### src/rtl/timebase_pkg.sv
package timebase_pkg;

  // which register the read port returns
  typedef enum logic [1:0] {
    SEL_CYC  = 2'd0,
    SEL_SEC  = 2'd1,
    SEL_NONE = 2'd2
  } rdSel_e;

  // strobes from control to datapath, valid for one clock
  typedef struct packed {
    logic   tick;    // prescaler wrapped: advance sub-second counter
    logic   wrap;    // this tick ends the current second
    logic   rdLoad;  // capture read data this edge
    logic   wrSeen;  // a write was attempted
    rdSel_e sel;     // decoded read source
  } tbStrobes_t;

endpackage

### src/rtl/timebase_ctrl.sv
module timebase_ctrl
  import timebase_pkg::*;
#(
  parameter int PRE_W  = 4,
  parameter int ADDR_W = 2
) (
  input  logic              clk,
  input  logic              rstN,
  input  logic              busRd,
  input  logic              busWr,
  input  logic [ADDR_W-1:0] busAddr,
  input  logic              atLimit,
  output tbStrobes_t        strobes
);

  localparam logic [ADDR_W-1:0] ADDR_CYC = ADDR_W'(0);
  localparam logic [ADDR_W-1:0] ADDR_SEC = ADDR_W'(1);

  logic [PRE_W-1:0] preCnt;
  logic             preWrap;

  // prescaler: free-running count of reference cycles
  always_ff @(posedge clk or negedge rstN) begin
    if (!rstN) preCnt <= '0;
    else       preCnt <= preCnt + PRE_W'(1);
  end

  assign preWrap = &preCnt;

  rdSel_e selNext;
  always_comb begin
    if (busAddr == ADDR_CYC)      selNext = SEL_CYC;
    else if (busAddr == ADDR_SEC) selNext = SEL_SEC;
    else                          selNext = SEL_NONE;
  end

  always_comb begin
    strobes.tick   = preWrap;
    strobes.wrap   = preWrap & atLimit;
    strobes.rdLoad = busRd;
    strobes.wrSeen = busWr;
    strobes.sel    = selNext;
  end

endmodule

### src/rtl/timebase_dp.sv
module timebase_dp
  import timebase_pkg::*;
#(
  parameter int REF_HZ = 25_000_000,
  parameter int PRE_W  = 4,
  parameter int CNT_W  = 25,
  parameter int SEC_W  = 32,
  parameter int DATA_W = 32
) (
  input  logic              clk,
  input  logic              rstN,
  input  tbStrobes_t        strobes,
  output logic              atLimit,
  output logic [CNT_W-1:0]  cycVal,
  output logic [SEC_W-1:0]  secVal,
  output logic [DATA_W-1:0] rdData,
  output logic              roErr
);

  localparam int              STEP     = 2 ** PRE_W;
  localparam logic [CNT_W-1:0] STEP_V  = CNT_W'(STEP);
  localparam logic [CNT_W-1:0] LAST_V  = CNT_W'(REF_HZ - STEP);

  assign atLimit = (cycVal == LAST_V);

  // sub-second counter, advances in coarse steps
  always_ff @(posedge clk or negedge rstN) begin
    if (!rstN)             cycVal <= '0;
    else if (strobes.wrap) cycVal <= '0;
    else if (strobes.tick) cycVal <= cycVal + STEP_V;
  end

  // whole seconds since cold reset, wraps silently
  always_ff @(posedge clk or negedge rstN) begin
    if (!rstN)             secVal <= '0;
    else if (strobes.wrap) secVal <= secVal + SEC_W'(1);
  end

  logic [DATA_W-1:0] rdNext;
  always_comb begin
    unique case (strobes.sel)
      SEL_CYC: rdNext = DATA_W'(cycVal);
      SEL_SEC: rdNext = DATA_W'(secVal);
      default: rdNext = '0;
    endcase
  end

  always_ff @(posedge clk or negedge rstN) begin
    if (!rstN) begin
      rdData <= '0;
      roErr  <= 1'b0;
    end else begin
      if (strobes.rdLoad) rdData <= rdNext;
      roErr <= strobes.wrSeen;
    end
  end

endmodule

### src/rtl/timebase_counter.sv
module timebase_counter
  import timebase_pkg::*;
#(
  parameter int REF_HZ = 25_000_000,
  parameter int PRE_W  = 4,
  parameter int CNT_W  = 25,
  parameter int SEC_W  = 32,
  parameter int ADDR_W = 2,
  parameter int DATA_W = 32
) (
  input  logic              clk,
  input  logic              rstN,
  input  logic              busRd,
  input  logic              busWr,
  input  logic [ADDR_W-1:0] busAddr,
  output logic [DATA_W-1:0] rdData,
  output logic              roErr
);

  tbStrobes_t       strobes;
  logic             atLimit;
  logic [CNT_W-1:0] cycVal;
  logic [SEC_W-1:0] secVal;

  timebase_ctrl #(
    .PRE_W (PRE_W),
    .ADDR_W(ADDR_W)
  ) u_ctrl (
    .clk    (clk),
    .rstN   (rstN),
    .busRd  (busRd),
    .busWr  (busWr),
    .busAddr(busAddr),
    .atLimit(atLimit),
    .strobes(strobes)
  );

  timebase_dp #(
    .REF_HZ(REF_HZ),
    .PRE_W (PRE_W),
    .CNT_W (CNT_W),
    .SEC_W (SEC_W),
    .DATA_W(DATA_W)
  ) u_dp (
    .clk    (clk),
    .rstN   (rstN),
    .strobes(strobes),
    .atLimit(atLimit),
    .cycVal (cycVal),
    .secVal (secVal),
    .rdData (rdData),
    .roErr  (roErr)
  );

endmodule

### config.mk
export PLATFORM = sky130hd
export DESIGN_NAME = timebase_counter
export DESIGN_NICKNAME = d
export VERILOG_FILES = /design/src/rtl/timebase_pkg.sv /design/src/rtl/timebase_ctrl.sv /design/src/rtl/timebase_dp.sv /design/src/rtl/timebase_counter.sv
export SDC_FILE = /design/constraint.sdc
export NUM_CORES = 1
export LEC_CHECK = 0
export ABC_AREA = 1
export BUFFER_PORTS_ARGS = -buffer_cell sky130_fd_sc_hd__buf_2
export CORE_ASPECT_RATIO = 1.2
export CORE_MARGIN = 2
export CORE_UTILIZATION = 33
export CTS_BUF_LIST = sky130_fd_sc_hd__clkbuf_2
export DETAILED_ROUTE_END_ITERATION = 12
export RECOVER_POWER = 50
export SLEW_MARGIN = 20
export SYNTH_ARGS = -nofsm -noshare
export SYNTH_HDL_FRONTEND = slang
export SYNTH_SLANG_ARGS = --single-unit
### constraint.sdc
create_clock -name clk -period 5.04 [get_ports clk]
set_clock_uncertainty 0.05 [all_clocks]
set_input_delay 0.504 -clock clk [delete_from_list [all_inputs] [get_ports clk]]
set_output_delay 0.504 -clock clk [all_outputs]
set_load 0.1 [all_outputs]
# After elaboration in Yosys (flattened, before gate mapping)
# Cells that the tools add are included.
op_classes:
  n_div: 0
  mux: 5
  n_reduce_logical: 4
  bitwise_logic: 1
  n_mul: 0
  addsub: 3
  n_lt_le_gt_ge: 0
  n_eq_ne: 3
  shifts: 0
op_table:
  columns: ["op", "count"]
  rows:
  - ["$pmux W32 S2", 1]
  - ["$mux W25", 2]
  - ["$add A32 B1 Y32 const B", 1]
  - ["$add A25 B5 Y25 const B", 1]
  - ["$eq A25 B25 Y1 const B", 1]
  - ["$add A4 B1 Y4 const B", 1]
  - ["$eq A2 B1 Y1 const B", 2]
  - ["$logic_not A2 Y1", 2]
  - ["$mux W2", 2]
  - ["$reduce_and A4 Y1", 1]
  - ["$reduce_bool A2 Y1", 1]
  - ["$and A1 B1 Y1", 1]
word_totals:
  latchBits: 0
  wordCells: 21
  register_bits: 94
  romBits: 0
  n_memories: 0
  inputBits: 6
  output_inout_bits: 33
  mem_bits_rw: 0

# Logic depth before layout (Yosys ltp)
depth:
  ltp_word: 5
  mapped_depth: 10
  mapped_depth_nobuf: 10

# Hierarchy
# From an unflattened synthesis, not the netlist that was laid out.
unflattened:
  cells_unflattened: 574
  hier_area_um2: 4642.0
by_module_without_submodules:
  columns: ["mod", "area_per_inst_um2", "n_inst", "seq_area_each_um2", "cells_per_inst"]
  rows:
  - ["timebase_dp", 4439.3, 1, 2152.1, 552]
  - ["timebase_ctrl", 202.7, 1, 100.1, 22]

# Worst setup path after synthesis
# OpenSTA, ideal clock, no wires.
synth_path:
  path_type: "reg2reg"
  startpoint: "register u_dp.secVal[0]"
  endpoint: "register u_dp.secVal[26]"
  period_less_slack_ps: 1594
  setup_time_ps: 116
  arrival_time_ps: 1427
  path_stages_with_launch: 11
  required_time_ps: 4874
  n_path_buf: 0
  setup_slack_ps: 3446
  cell_sequence: "dfrtp_1 > ha_1 > nand3_1 > inv_1 > nand2_1 > nor2_1 > nand2_1 > nand2_1 > nand2_1 > nand2_1 > nand2_1"
synth_between:
  elab_chain_cells: 1
synth_rtl:
  columns: ["element", "line", "rtl"]
  rows:
  - ["from (decl)", "timebase_dp.sv:15", "output logic [SEC_W-1:0] secVal,"]
  - ["from (signal assigned)", "timebase_dp.sv:36", "else if (strobes.wrap) secVal <= secVal + SEC_W'(1);"]
  - ["$add A32 B1 Y32", "timebase_dp.sv:36", null]
# Every way passes these cells.
# A chain may end at the register's enable or synchronous reset.

==> impl_metrics.json <==
{
  "grt_pass1_vias": 4478,
  "async_flop_share_pct": 100.0,
  "syn_nets": 718,
  "area_delta_synth_final_pct": 9.345,
  "crit_family": "buffers and inverters",
  "drcViolationCount": 0,
  "max_stage_delay_ps": 1580,
  "wl_per_cell_um": 14.12,
  "ys_seq_area_share_pct": 44.15,
  "cts_tree": "built",
  "final-setup-viol-count": 0,
  "max_slew_margin_pct": -49.13,
  "syn_area_um2": 5101,
  "synth-main-ff-cell": "dfrtp_1",
  "fin_cells": 953,
  "numCtsBuffers": 9,
  "violations": "max-capacitance violations, max-slew violations",
  "syn_area_per_cell_um2": 7.195,
  "cts_setup_buffers": 0,
  "slew_viol_final": 87,
  "antenna_left": 0,
  "maxCapViolCount": 2,
  "coreArea_um2": 15080,
  "layout.nets": 753,
  "p_per_area_nw_per_um2": 209.9,
  "synthCells": 709,
  "drt_wl_total_um": 13460,
  "dr.first_iter.drc_count": 227,
  "crit_buf_inv": 3,
  "drive_above_1_share_pct": 11.75,
  "yosysWarnings": 0,
  "slowest_stage": "clkbuf_1",
  "max_freq_ghz": 0.3589,
  "arrival_ps": 3420,
  "path_clk_slew_ps": 240,
  "hold_viol": 0,
  "dr.pass1.iters": 5,
  "cts_sinks": 90,
  "root_buffer": "clkbuf_2",
  "startpoint_type": "input port",
  "io_buffer_count": 38,
  "finalCriticalPeriod_ps": 2786,
  "synth_edf_count": 0,
  "dpl.hpwl_um": 9841,
  "clk_latency_ps": 620,
  "reg2reg_slack_ps": 2720,
  "cp_max_fo": 51,
  "regArea_um2": 2252,
  "routabilityCongestion": 0.8925,
  "synth_seq_cells": 90,
  "nFillCells": 1649,
  "hold_class": "reg -> reg",
  "tightest_slew_ps": 2237,
  "synth_top_cell_by_area": "dfrtp_1",
  "yosysMostFrequentCell": "nand2_1",
  "p_leak_nw": 2.716,
  "vias_per_cell": 4.747,
  "cts_resized": 0,
  "synth_common_cells": "nand2_1, dfrtp_1, inv_1, nor2_1, nand3_1",
  "h-tree-depth": 3,
  "yosysUniqueCellTypes": 31,
  "start_util_pct": 33.82,
  "synth_area_leaders": "dfrtp_1, nand2_1, inv_1, nor2_1, nand3_1",
  "antennaDiodeCount": 0,
  "setup_tns_ps": 0,
  "path_class": "in -> async",
  "die_h_um": 140.2,
  "grt_pass1_wl_um": 22370,
  "cts.path.max_buffers": 2,
  "grt_usage_pct": 17.19,
  "grt_max_degree": 52,
  "antenna_found_initial": 0,
  "die_w_um": 117.5,
  "overflow": 0,
  "netlist.area_leader.share_pct": 44.15,
  "required_ps": 5680,
  "final.period_utilization_pct": 55.28,
  "ir_drop_mv": 0.1040,
  "cp_cell_sequence": "dlygate4sd3_1, clkbuf_1, buf_4",
  "die_area_um2": 16470,
  "vias": 4524,
  "multi_input_area_um2": 2389,
  "num_rows": 49,
  "end_kind": "asynchronous set/reset pin",
  "rsz0062_at_grt": "false",
  "status": "finished, violations left",
  "dp.cells": 935,
  "num_io_pins": 39
}
placed cells by master (no fill, tap or decap), drive strengths merged, types with 3 or more instances in the layout:
cell type  Yosys  routed
nor2          96      96
clkbuf         6      12
nand4          6       6
nand2        255     255
a21oi          4       4
buf           11      37
o21ai         28      28
ha             3       3
inv           94      96
o22ai         19      19
dfrtp         90      90
xor2          11      11
nor3           7       7
nand3         53      53
mux2          19      19
sequential cells by signal, indices dropped and copies added, names as in the netlist:
register,cells
u_dp.rdData,32
u_dp.secVal,32
u_dp.roErr,1
u_ctrl.preCnt,4
u_dp.cycVal,21
stage by stage:
step	power [mW]	hold slack (ps)	utilization (%)	setup slack, ps	area, um2
global route	1.224	384.9	36.98	1758	5578
detailed placement	0.8000	401.1	36.26	2732	5469
finish	1.171	415.9	36.98	2254	5578
CTS	1.196	293.8	37.15	2669	5603
global placement	0.7999	384.1	36.26	2847	5469
floorplan	0.7752	158.4	-	3446	5101
per-layer routing:
metal  track usage [%]  vias to the layer above  routed length [um]
met1             21.19                     2122                5917
li1                  -                     2280                   -
met4             7.292                        0                 340
met3             2.972                       23                 583
met5                 0                        -                   0
met2             29.73                       99                6619
where the power goes:
part | switching, mW | internal [mW] | total [mW]
Sequential | 0.00116 | 0.726 | 0.728
Clock | 0.266 | 0.117 | 0.384
Combinational | 0.0495 | 0.0102 | 0.0597
logic make-up (layout without fill, tap and decap cells):
kind of cell             count (synthesis)  count (layout)  share of synthesized area [%]
XOR/XNOR                                12              12                          2.060
AND/OR/NAND/NOR                        420             420                          34.34
AO/OA/AOI/OAI                           54              54                          5.887
flip-flops                              90              90                          44.15
multiplexers                            19              19                          4.194
buffers and inverters                  111             151                          8.633
adder cells (fa/ha/maj)                  3               3                         0.7359
final timing paths:
check                                           start                     endpoint  depth (start not counted)
max                                              rstN   u_dp.secVal[1]$_DFFE_PN0P_                          3
min                        u_ctrl.preCnt[0]$_DFF_PN0_   u_ctrl.preCnt[0]$_DFF_PN0_                          1
max reg2reg                u_dp.cycVal[9]$_DFFE_PN0P_  u_dp.secVal[22]$_DFFE_PN0P_                          9
min reg2reg                u_ctrl.preCnt[0]$_DFF_PN0_   u_ctrl.preCnt[0]$_DFF_PN0_                          1
max in group clk           u_dp.cycVal[9]$_DFFE_PN0P_  u_dp.secVal[22]$_DFFE_PN0P_                          9
min in group asynchronous                        rstN   u_dp.secVal[0]$_DFFE_PN0P_                          2
timing repair:
action / 4_1_cts / 5_1_grt
setup endpoints to repair: 0 / 0
hold buffers: 2 / 0
hold endpoints to repair: 40 / 0
area by class of cell:
cell class	instances	share of cell area (%)
Multi-Input combinational cell	508	42.82
Sequential cell	90	40.38
Inverter	94	6.326
Tap cell	204	4.576
Timing Repair Buffer	41	3.858
Clock inverter	6	1.144
Clock buffer	10	0.8973
Note: power is estimated with default switching activity, not from simulation.
